`config.mk`:
```
export PLATFORM = sky130hd
export DESIGN_NAME = cardxfer_ctrl
export DESIGN_NICKNAME = d
export VERILOG_FILES = /design/src/rtl/cardxfer_pkg.sv /design/src/rtl/cardxfer_regs.sv /design/src/rtl/cardxfer_seq.sv /design/src/rtl/cardxfer_mover.sv /design/src/rtl/cardxfer_status.sv /design/src/rtl/cardxfer_ctrl.sv
export SDC_FILE = /design/constraint.sdc
export NUM_CORES = 1
export LEC_CHECK = 0
export CORE_UTILIZATION = 35
export CTS_CLUSTER_SIZE = 12
export DETAILED_ROUTE_END_ITERATION = 10
export GPL_TIMING_DRIVEN = 1
export HOLD_SLACK_MARGIN = 0.12
export PLACE_DENSITY = 0.61
export SYNTH_ARGS = -nofsm -noshare
export SYNTH_HDL_FRONTEND = slang
export SYNTH_HIERARCHICAL = 1
export SYNTH_SLANG_ARGS = --single-unit
```
`constraint.sdc`:
```
create_clock -name clk -period 5.1 [get_ports clk]
set_clock_uncertainty 0.05 [all_clocks]
set_input_delay 1.02 -clock clk [delete_from_list [all_inputs] [get_ports clk]]
set_output_delay 1.02 -clock clk [all_outputs]
set_load 0.05 [all_outputs]
```
`src/rtl/cardxfer_pkg.sv`:
```
package cardxfer_pkg;
   localparam logic [2:0] FN_FEED       = 3'd0;
   localparam logic [2:0] FN_READ       = 3'd1;
   localparam logic [2:0] FN_PUNCH_FEED = 3'd2;
   localparam logic [2:0] FN_READ_BIN   = 3'd3;
   localparam logic [2:0] FN_PUNCH_HOLD = 3'd4;

   localparam logic [2:0] LD_COUNT = 3'd0;
   localparam logic [2:0] LD_ADDR  = 3'd4;

   localparam logic [2:0] SN_STATUS = 3'd3;

   localparam logic [2:0] TS_NRDY_BUSY = 3'd0;
   localparam logic [2:0] TS_BUSY      = 3'd2;

   localparam int ST_RDCHK = 15;
   localparam int ST_LAST  = 14;
   localparam int ST_PUCHK = 13;
   localparam int ST_OVR   = 12;
   localparam int ST_NRDY  = 11;

   typedef struct packed {
      logic rd_chk;
      logic pu_chk;
      logic ovr;
   } sticky_t;
endpackage

```
`src/rtl/cardxfer_regs.sv`:
```
module cardxfer_regs
   import cardxfer_pkg::*;
#(
   parameter int AW = 16,
   parameter int CW = 16,
   parameter int LW = 16
) (
   input  logic          clk,
   input  logic          rst_n,
   input  logic          ld_valid,
   input  logic [2:0]    ld_func,
   input  logic [LW-1:0] ld_data,
   input  logic          advance,
   output logic [AW-1:0] dar,
   output logic          lcr_zero,
   output logic          lcr_one
);
   logic [CW-1:0] lcr;

   initial begin
      assert (AW <= LW && CW <= LW && AW > 0 && CW > 0)
         else $fatal(1, "register widths must fit the load word");
   end

   always_ff @(posedge clk or negedge rst_n) begin
      if (!rst_n) begin
         dar <= '0;
      end else if (ld_valid && ld_func == LD_ADDR) begin
         dar <= ld_data[AW-1:0];
      end else if (advance) begin
         dar <= dar + AW'(1);
      end
   end

   always_ff @(posedge clk or negedge rst_n) begin
      if (!rst_n) begin
         lcr <= '0;
      end else if (ld_valid && ld_func == LD_COUNT) begin
         lcr <= ld_data[CW-1:0];
      end else if (advance && lcr != '0) begin
         lcr <= lcr - CW'(1);
      end
   end

   assign lcr_zero = (lcr == '0);
   assign lcr_one  = (lcr == CW'(1));
endmodule

```
`src/rtl/cardxfer_seq.sv`:
```
module cardxfer_seq
   import cardxfer_pkg::*;
#(
   parameter int BLANK_SUPPLY = 1
) (
   input  logic       clk,
   input  logic       rst_n,
   input  logic       start_valid,
   input  logic [2:0] start_func,
   input  logic [7:0] start_ctl,
   input  logic       deck_present,
   input  logic       punch_ready,
   input  logic       mech_done,
   input  logic       mover_idle,
   output logic       busy,
   output logic       start_acc,
   output logic       winding,
   output logic       mech_go,
   output logic [2:0] mech_func,
   output logic       mech_stacker,
   output logic       dir_in,
   output logic       dir_out,
   output logic       blank_sub
);
   logic func_ok;
   logic is_read;
   logic is_punch;
   logic done_seen;
   logic blank_ok;

   generate
      if (BLANK_SUPPLY != 0) begin : g_blank_on
         assign blank_ok = punch_ready;
      end else begin : g_blank_off
         assign blank_ok = 1'b0;
      end
   endgenerate

   assign is_read  = (start_func == FN_READ) || (start_func == FN_READ_BIN);
   assign is_punch = (start_func == FN_PUNCH_FEED) || (start_func == FN_PUNCH_HOLD);

   always_comb begin
      case (start_func)
         FN_FEED:                    func_ok = deck_present | punch_ready;
         FN_READ, FN_READ_BIN:       func_ok = deck_present | blank_ok;
         FN_PUNCH_FEED, FN_PUNCH_HOLD: func_ok = punch_ready;
         default:                    func_ok = 1'b0;
      endcase
   end

   assign start_acc = start_valid && !busy && func_ok;
   assign winding   = busy && (done_seen || mech_done);

   always_ff @(posedge clk or negedge rst_n) begin
      if (!rst_n) begin
         busy         <= 1'b0;
         done_seen    <= 1'b0;
         mech_go      <= 1'b0;
         mech_func    <= 3'd0;
         mech_stacker <= 1'b0;
         dir_in       <= 1'b0;
         dir_out      <= 1'b0;
         blank_sub    <= 1'b0;
      end else begin
         mech_go <= start_acc;
         if (start_acc) begin
            busy         <= 1'b1;
            done_seen    <= 1'b0;
            mech_func    <= start_func;
            mech_stacker <= start_ctl[0];
            dir_in       <= is_read;
            dir_out      <= is_punch;
            blank_sub    <= is_read && !deck_present;
         end else if (busy) begin
            if (mech_done) begin
               done_seen <= 1'b1;
            end
            if (winding && mover_idle) begin
               busy      <= 1'b0;
               done_seen <= 1'b0;
               dir_in    <= 1'b0;
               dir_out   <= 1'b0;
            end
         end
      end
   end
endmodule

```
`src/rtl/cardxfer_mover.sv`:
```
module cardxfer_mover
   import cardxfer_pkg::*;
#(
   parameter int         AW           = 16,
   parameter int         COLS         = 80,
   parameter logic [7:0] BLANK        = 8'h40,
   parameter int         BLANK_SUPPLY = 1
) (
   input  logic          clk,
   input  logic          rst_n,
   input  logic          start_acc,
   input  logic          winding,
   input  logic          dir_in,
   input  logic          dir_out,
   input  logic          blank_sub,
   input  logic [AW-1:0] dar,
   input  logic          lcr_zero,
   input  logic          lcr_one,
   input  logic          col_tick,
   input  logic [7:0]    col_rdata,
   input  logic          mem_ack,
   input  logic [7:0]    mem_rdata,
   output logic          mem_req,
   output logic          mem_we,
   output logic [AW-1:0] mem_addr,
   output logic [7:0]    mem_wdata,
   output logic [7:0]    col_pdata,
   output logic          col_pvalid,
   output logic          advance,
   output logic          overrun_evt,
   output logic          idle
);
   localparam int CIW = $clog2(COLS + 1);

   initial begin
      assert (COLS > 0) else $fatal(1, "COLS must be positive");
   end

   logic [CIW-1:0] col_idx;
   logic [CIW-1:0] mv_cnt;
   logic [7:0]     buf_q;
   logic           buf_v;
   logic           req_q;
   logic           we_q;
   logic [7:0]     wdata_q;
   logic [7:0]     in_byte;

   logic col_open;
   logic rd_room;
   logic more_out;
   logic xfer_done;
   logic rd_take;
   logic rd_ovr;
   logic pu_tick;
   logic pu_ovr;
   logic fetch_go;

   generate
      if (BLANK_SUPPLY != 0) begin : g_sub
         assign in_byte = blank_sub ? BLANK : col_rdata;
      end else begin : g_nosub
         assign in_byte = col_rdata;
      end
   endgenerate

   assign col_open  = col_idx < CIW'(COLS);
   assign rd_room   = !lcr_zero && !(lcr_one && req_q);
   assign more_out  = (mv_cnt < CIW'(COLS)) && !lcr_zero;
   assign xfer_done = req_q && mem_ack;

   assign rd_take = dir_in && col_tick && col_open && rd_room && !winding;
   assign rd_ovr  = rd_take && req_q && !mem_ack;

   assign pu_tick  = dir_out && col_tick && col_open;
   assign pu_ovr   = pu_tick && !buf_v && more_out;
   assign fetch_go = dir_out && !buf_v && !req_q && col_open && more_out && !winding;

   always_ff @(posedge clk or negedge rst_n) begin
      if (!rst_n) begin
         col_idx <= '0;
         mv_cnt  <= '0;
         buf_q   <= 8'h00;
         buf_v   <= 1'b0;
         req_q   <= 1'b0;
         we_q    <= 1'b0;
         wdata_q <= 8'h00;
      end else if (start_acc) begin
         col_idx <= '0;
         mv_cnt  <= '0;
         buf_v   <= 1'b0;
      end else begin
         if ((dir_in || dir_out) && col_tick && col_open) begin
            col_idx <= col_idx + CIW'(1);
         end
         if (xfer_done) begin
            req_q  <= 1'b0;
            mv_cnt <= mv_cnt + CIW'(1);
            if (!we_q) begin
               buf_q <= mem_rdata;
               buf_v <= 1'b1;
            end
         end
         if (rd_take && !rd_ovr) begin
            req_q   <= 1'b1;
            we_q    <= 1'b1;
            wdata_q <= in_byte;
         end
         if (fetch_go) begin
            req_q <= 1'b1;
            we_q  <= 1'b0;
         end
         if (pu_tick && buf_v) begin
            buf_v <= 1'b0;
         end
      end
   end

   assign mem_req     = req_q;
   assign mem_we      = we_q;
   assign mem_addr    = dar;
   assign mem_wdata   = wdata_q;
   assign col_pvalid  = dir_out && buf_v;
   assign col_pdata   = col_pvalid ? buf_q : 8'h00;
   assign advance     = xfer_done;
   assign overrun_evt = rd_ovr || pu_ovr;
   assign idle        = !req_q;
endmodule

```
`src/rtl/cardxfer_status.sv`:
```
module cardxfer_status
   import cardxfer_pkg::*;
(
   input  logic        clk,
   input  logic        rst_n,
   input  logic        start_acc,
   input  logic        read_check,
   input  logic        punch_check,
   input  logic        overrun_evt,
   input  logic        last_card,
   input  logic        not_ready,
   input  logic        busy,
   input  logic [2:0]  sense_func,
   input  logic [2:0]  test_func,
   output logic [15:0] sense_word,
   output logic        test_hit,
   output logic        ovr_sticky
);
   sticky_t st;
   logic [15:0] status;

   always_ff @(posedge clk or negedge rst_n) begin
      if (!rst_n) begin
         st <= '0;
      end else begin
         if (start_acc) begin
            st <= '0;
         end
         if (read_check)  st.rd_chk <= 1'b1;
         if (punch_check) st.pu_chk <= 1'b1;
         if (overrun_evt) st.ovr    <= 1'b1;
      end
   end

   always_comb begin
      status           = 16'h0000;
      status[ST_RDCHK] = st.rd_chk;
      status[ST_LAST]  = last_card;
      status[ST_PUCHK] = st.pu_chk;
      status[ST_OVR]   = st.ovr;
      status[ST_NRDY]  = not_ready;
   end

   assign sense_word = (sense_func == SN_STATUS) ? status : 16'h0000;

   always_comb begin
      case (test_func)
         TS_NRDY_BUSY: test_hit = not_ready | busy;
         TS_BUSY:      test_hit = busy;
         default:      test_hit = 1'b0;
      endcase
   end

   assign ovr_sticky = st.ovr;
endmodule

```
`src/rtl/cardxfer_ctrl.sv`:
```
module cardxfer_ctrl
   import cardxfer_pkg::*;
#(
   parameter int         AW           = 16,
   parameter int         CW           = 16,
   parameter int         LW           = 16,
   parameter int         COLS         = 80,
   parameter logic [7:0] BLANK        = 8'h40,
   parameter int         BLANK_SUPPLY = 1
) (
   input  logic          clk,
   input  logic          rst_n,
   input  logic          start_valid,
   input  logic [2:0]    start_func,
   input  logic [7:0]    start_ctl,
   input  logic          load_valid,
   input  logic [2:0]    load_func,
   input  logic [LW-1:0] load_data,
   input  logic [2:0]    sense_func,
   output logic [15:0]   sense_word,
   input  logic [2:0]    test_func,
   output logic          test_hit,
   output logic          busy,
   output logic          mem_req,
   output logic          mem_we,
   output logic [AW-1:0] mem_addr,
   output logic [7:0]    mem_wdata,
   input  logic          mem_ack,
   input  logic [7:0]    mem_rdata,
   input  logic          deck_present,
   input  logic          punch_ready,
   input  logic          last_card,
   output logic          mech_go,
   output logic [2:0]    mech_func,
   output logic          mech_stacker,
   input  logic          col_tick,
   input  logic [7:0]    col_rdata,
   output logic [7:0]    col_pdata,
   output logic          col_pvalid,
   input  logic          mech_done,
   input  logic          read_check,
   input  logic          punch_check
);
   logic          start_acc;
   logic          winding;
   logic          dir_in;
   logic          dir_out;
   logic          blank_sub;
   logic [AW-1:0] dar;
   logic          lcr_zero;
   logic          lcr_one;
   logic          advance;
   logic          overrun_evt;
   logic          mover_idle;
   logic          not_ready;
   logic          ovr_sticky;

   assign not_ready = !deck_present && !punch_ready;

   cardxfer_regs #(.AW(AW), .CW(CW), .LW(LW)) i_regs (
      .clk      (clk),
      .rst_n    (rst_n),
      .ld_valid (load_valid),
      .ld_func  (load_func),
      .ld_data  (load_data),
      .advance  (advance),
      .dar      (dar),
      .lcr_zero (lcr_zero),
      .lcr_one  (lcr_one)
   );

   cardxfer_seq #(.BLANK_SUPPLY(BLANK_SUPPLY)) i_seq (
      .clk          (clk),
      .rst_n        (rst_n),
      .start_valid  (start_valid),
      .start_func   (start_func),
      .start_ctl    (start_ctl),
      .deck_present (deck_present),
      .punch_ready  (punch_ready),
      .mech_done    (mech_done),
      .mover_idle   (mover_idle),
      .busy         (busy),
      .start_acc    (start_acc),
      .winding      (winding),
      .mech_go      (mech_go),
      .mech_func    (mech_func),
      .mech_stacker (mech_stacker),
      .dir_in       (dir_in),
      .dir_out      (dir_out),
      .blank_sub    (blank_sub)
   );

   cardxfer_mover #(.AW(AW), .COLS(COLS), .BLANK(BLANK), .BLANK_SUPPLY(BLANK_SUPPLY)) i_mover (
      .clk         (clk),
      .rst_n       (rst_n),
      .start_acc   (start_acc),
      .winding     (winding),
      .dir_in      (dir_in),
      .dir_out     (dir_out),
      .blank_sub   (blank_sub),
      .dar         (dar),
      .lcr_zero    (lcr_zero),
      .lcr_one     (lcr_one),
      .col_tick    (col_tick),
      .col_rdata   (col_rdata),
      .mem_ack     (mem_ack),
      .mem_rdata   (mem_rdata),
      .mem_req     (mem_req),
      .mem_we      (mem_we),
      .mem_addr    (mem_addr),
      .mem_wdata   (mem_wdata),
      .col_pdata   (col_pdata),
      .col_pvalid  (col_pvalid),
      .advance     (advance),
      .overrun_evt (overrun_evt),
      .idle        (mover_idle)
   );

   cardxfer_status i_status (
      .clk         (clk),
      .rst_n       (rst_n),
      .start_acc   (start_acc),
      .read_check  (read_check),
      .punch_check (punch_check),
      .overrun_evt (overrun_evt),
      .last_card   (last_card),
      .not_ready   (not_ready),
      .busy        (busy),
      .sense_func  (sense_func),
      .test_func   (test_func),
      .sense_word  (sense_word),
      .test_hit    (test_hit),
      .ovr_sticky  (ovr_sticky)
   );
endmodule

```
=== Word-level counts from Yosys, hierarchy flattened ===
Cells that the tools add are included.
Widths: inputs -> output; s select.

* Output and inout bits: 58
* Register bits: 78
* Bits of input ports: 64

* Reduce and logical (&&, ||, !) cells: 75
* Equality and inequality tests: 9
* Add/sub/neg operators: 4
* Order comparisons: 2
* Muxes and demuxes: 37
* Bitwise gates (word level): 4

{| class="wikitable"
|+ Operators by type and width
! kind !! number
|-
| $mux 16 || 5
|-
| $logic_and 1x1->1 || 33
|-
| $mux 7 || 4
|-
| $mux 1 || 23
|-
| $reduce_bool 2->1 || 10
|-
| $add 16x1->16 const B || 1
|-
| $eq 16x1->1 const B || 1
|-
| $logic_not 16->1 || 1
|-
| $mux 8 || 2
|-
| $reduce_bool 16->1 || 1
|-
| $sub 16x1->16 const B || 1
|-
| $add 7x1->7 const B || 2
|-
| $lt 7x7->1 const B || 2
|-
| $eq 3x2->1 const B || 4
|-
| $reduce_and 2->1 || 6
|-
| $logic_not 1->1 || 10
|-
| $logic_not 3->1 || 3
|-
| $reduce_bool 3->1 || 3
|-
| $eq 3x3->1 const B || 2
|-
| $logic_or 1x1->1 || 5
|-
| $pmux 1 s2 || 2
|-
| $eq 3x1->1 const B || 1
|-
| $mux 3 || 1
|-
| $ne 3x3->1 const B || 1
|-
| 5 further kinds || 7
|}

=== Longest topological paths before layout ===
* Word-level depth: 12
* Mapped depth: 10

=== By module ===
Netlist, hierarchy kept.

{| class="wikitable"
|+ By module, submodules not included
! module !! area an instance (µm²) !! cells an instance !! times used !! sequential area each (µm²)
|-
| cardxfer_regs || 1955.6 || 229 || 1 || 800.8
|-
| cardxfer_mover || 1742.9 || 169 || 1 || 825.8
|-
| cardxfer_seq || 412.9 || 33 || 1 || 250.2
|-
| cardxfer_status || 246.5 || 28 || 1 || 75.1
|-
| cardxfer_ctrl || 3.8 || 1 || 1 || 0.0
|}

=== Worst setup path after synthesis ===
OpenSTA, ideal clock, no wires.

* Path type: input -> register
* Start point: in mem_ack
* End point: reg i_regs.lcr[9]
* Setup slack: 2.287 ns
* Stages on the path: 6
* Path buffers: 0
* Setup time: 0.124 ns
* Arrival time: 2.639 ns
* Cell sequence: nand2_1 -> clkinv_1 -> or4b_2 -> nor3_1 -> a31oi_1 -> a211o_1

* Longest elaborated chain between the ends: 3

{| class="wikitable"
|+ RTL lines
! what !! RTL line !! RTL
|-
| from (decl) || cardxfer_ctrl.sv:28 || <nowiki>input logic mem_ack,</nowiki>
|-
| $logic_and 1x1->1 || cardxfer_mover.sv:69 || <nowiki>assign xfer_done = req_q && mem_ack;</nowiki>
|-
| named net advance || cardxfer_ctrl.sv:52 || <nowiki>logic advance;</nowiki>
|-
| $logic_and 1x1->1 || cardxfer_regs.sv:40 || <nowiki>end else if (advance && lcr != '0) begin</nowiki>
|-
| $reduce_bool 2->1 (no line) || - ||
|-
| to (signal assigned) || cardxfer_regs.sv:39 || <nowiki>lcr <= ld_data[CW-1:0];</nowiki>
|-
| to (signal assigned) || cardxfer_regs.sv:41 || <nowiki>lcr <= lcr - CW'(1);</nowiki>
|-
| to (decl) || cardxfer_regs.sv:18 || <nowiki>logic [CW-1:0] lcr;</nowiki>
|}

The timed path passes the listed nets, and every way through them passes these cells.
A chain may end at the register's enable or synchronous reset.

=== Worst setup path after layout ===
* Start point: in punch_ready
* End point: out test_hit

* Longest elaborated chain between the ends: 4

{| class="wikitable"
|+ RTL lines
! what !! RTL line !! RTL
|-
| from (decl) || cardxfer_ctrl.sv:31 || <nowiki>input logic punch_ready,</nowiki>
|-
| $logic_not 1->1 || cardxfer_ctrl.sv:58 || <nowiki>assign not_ready = !deck_present && !punch_ready;</nowiki>
|-
| $logic_and 1x1->1 || cardxfer_ctrl.sv:58 ||
|-
| named net not_ready || cardxfer_ctrl.sv:55 || <nowiki>logic not_ready;</nowiki>
|-
| $or 1x1->1 || cardxfer_status.sv:48 || <nowiki>TS_NRDY_BUSY: test_hit = not_ready | busy;</nowiki>
|-
| $pmux 1 s2 || cardxfer_status.sv:47 || <nowiki>case (test_func)</nowiki>
|-
| to (decl) || cardxfer_ctrl.sv:22 || <nowiki>output logic test_hit,</nowiki>
|}

The timed path passes the listed nets, and every way through them passes these cells.

==> impl_metrics.yaml <==
logic_synthesis:
  synth-async-reset-ratio: 1.00
  seq_area_frac_synth: 0.448
  netlist-cell-type-count: 61
  synth_ff_type: "dfrtp_1"
  synth_edf_count: 0
  ys_warn_count: 6
  netlist_instances: 460
  ys_ff_latch: 78
  syn_avg_cell_area_sq_um: 9.48
  syn_area_sq_um: 4360
routing:
  vias: 3637
  totalWireLength_um: 10300
  drt_iter0_drc: 142
  drc_errors: 0
  dr.pass1.iters: 4
  final_antenna_net_count: 0
  viasPerCell: 5.09
  wl_per_cell_um: 14.4
clock_network:
  cts_max_level: 3
  cts_tree: "built"
  clock_path_buffers: 2
  clk_pin_slew_ps: 60
  post_cts_resize_count: 0
  postCtsSetupBuffers: 0
  numCtsBuffers: 9
  clock-sinks: 78
  root_buffer: "clkbuf_16"
  clk_latency_ps: 330
  cts_hold_buf: 0
timing:
  hold_viol_final: 0
  worst_pin_slew_ps: 995
  clock.fmax_mhz: 265
  maxSlewHeadroom: 0.331
  setup-violations-final: 0
  timing.final.crit_share: 0.740
  rsz0062_at_grt: "false"
  finalCriticalPeriod_ps: 3770
  timing.final.max_slew_violations: 0
  tns_ps: 0
critical_path:
  crit_top_cell: "clkdlybuf4s50_1"
  path_cells: "clkdlybuf4s50_1, nor2_1, nor2b_1, o21a_1, clkdlybuf4s50_1"
  slowest_stage: "clkdlybuf4s50_1"
  cp_top_family: "buffers and inverters"
  cp.buffers_inverters: 2
  crit_path_start: "punch_ready"
  startpoint_type: "primary input"
  end_kind: "output pin"
  cp_max_fo: 4
  path_class: "in -> out"
  worst_ep_required_time_ps: 4030
  crit_arrival_ps: 2700
  crit_path_max_incr_delay_ps: 790
  reg2reg_from: "i_regs/lcr[6]"
floorplanning:
  die_h_um: 114
  start_util: 0.362
  core_sq_um: 12100
  die-area_sq_um: 12900
  ioPinCount: 122
  die_w_um: 114
  fp-row-count: 40
power_and_ir_drop:
  power_density_nw_per_um2: 512
  p_total_mw: 2.92
  power_leakage_nw: 2.35
  ir_drop_v: 0.000324
place:
  gp_congestion: 0.823
  hpwl_um: 7450
  io_buffers: 103
run_status:
  status: "complete, no violations"
grt:
  grt.total_usage: 0.167
  grt_max_degree: 79
  grt_pass1_vias: 3515
  antenna_found_initial: 0
  grt_pass1_wl_um: 17200
  grt.overflow.total: 0
worst_hold_path:
  hp-start: "i_status/st[2]"
  hp-class: "reg -> reg"
layout:
  fin_nets: 612
  diodes: 0
  layout-drive-gt1-share: 0.101
  register_area_sq_um: 1950
  multiInputGateArea_sq_um: 2140
  n_fill_cell: 1159
  syn_to_final_growth_pct: 30.4
  fin_util: 0.472
run:
  maxCapViolations: 0
## cell usage after synthesis (all sizes together), types with 3 or more instances
cell / number / share of area
dfrtp: 78 / 0.45
nand2: 52 / 0.045
nor2: 43 / 0.037
o21ai: 35 / 0.043
buf: 32 / 0.052
and3: 17 / 0.025
nand4: 17 / 0.024
xor2: 15 / 0.030
mux2: 14 / 0.036
a31oi: 12 / 0.017
a21oi: 11 / 0.013
clkbuf: 11 / 0.0095
inv: 11 / 0.0095
nand3: 10 / 0.011
xnor2: 10 / 0.020
nand2b: 7 / 0.010
nor3: 7 / 0.013
and2: 6 / 0.0086
or4: 6 / 0.011
ha: 5 / 0.014
or3: 5 / 0.0072
a21o: 4 / 0.0069
and4: 4 / 0.0080
nor4: 4 / 0.0057
o31ai: 4 / 0.0069
a211o: 3 / 0.0060
mux2i: 3 / 0.0069
nor2b: 3 / 0.0043
nor4b: 3 / 0.011
o21a: 3 / 0.0069
or4b: 3 / 0.0069
## where the power goes
part	switching, mW	total [mW]	internal [mW]
logic	0.730	1.20	0.469
clock network	0.251	0.641	0.390
registers	0.237	1.07	0.838
total	1.22	2.92	1.70
## routing by layer
layer / GRT usage / routed length (um) / vias up
met5: 0 / 0 / -
met4: 0.0360 / 73 / 0
met3: 0.0404 / 587 / 6
met2: 0.272 / 4820 / 114
met1: 0.225 / 4850 / 1749
li1: - / - / 1768
## cell type report
type | count | area share
Sequential cell | 78 | 0.343
Timing Repair Buffer | 105 | 0.183
Inverter | 13 | 0.00880
Clock inverter | 5 | 0.0103
Multi-Input combinational cell | 336 | 0.375
Tap cell | 168 | 0.0369
Clock buffer | 10 | 0.0420
## final timing paths
check                      cells past startpoint                 end  slack, ps
min in group asynchronous                      1      i_regs/dar[12]        810
max                                            5            test_hit       1330
min                                            1      i_status/st[2]        420
max reg2reg                                    6      i_mover/mem_we       2420
min reg2reg                                    1      i_status/st[2]        420
max in group asynchronous                      1  i_mover/col_idx[4]       3560
## sequential cells by signal, summed over array words and instances, names as in the netlist, 2 cells and up
| name | flops |
|---|---|
| i_regs/dar | 16 |
| i_regs/lcr | 16 |
| i_mover/buf_q | 8 |
| i_mover/mem_wdata | 8 |
| i_mover/col_idx | 7 |
| i_mover/mv_cnt | 7 |
| i_seq/mech_func | 3 |
| i_status/st | 2 |
## placed cells by master, fill, tap and decap left out, types with 4 or more instances in the layout
cell / instances
mux2_2: 13
nand3_1: 10
ha_1: 5
or4_1: 5
nor3_1: 5
and3_1: 16
nor2_1: 43
dfrtp_1: 78
a21o_1: 4
nand4_1: 17
or3_1: 5
o31ai_1: 4
nand2_1: 52
nand2b_1: 7
a31oi_1: 12
a21oi_1: 11
clkdlybuf4s50_1: 102
nor4_1: 4
xor2_1: 15
o21ai_1: 9
and2_1: 6
o21ai_0: 23
and4_1: 4
clkbuf_16: 9
xnor2_1: 10
inv_1: 11
conb_1: 11
## kinds of logic after synthesis
logic type | after synthesis | synth area share
compound gates | 81 | 0.122
fa+ha+maj | 5 | 0.0143
other cells | 1 | 0.000860
buf+inv | 56 | 0.0729
flops | 78 | 0.448
mux | 17 | 0.0430
xor+xnor | 25 | 0.0502
simple gates | 197 | 0.249
## metrics by stage
step	cells	hold slack [ps]	setup WS [ps]	instance area [sq um]
global route	715	441	1220	5690
floorplan	470	391	2290	4400
detailed placement	700	407	1290	5390
CTS	715	422	1310	5690
finish	715	419	1330	5690
global placement	700	404	1330	5390
No activity file was read; power rests on OpenSTA's default activity.
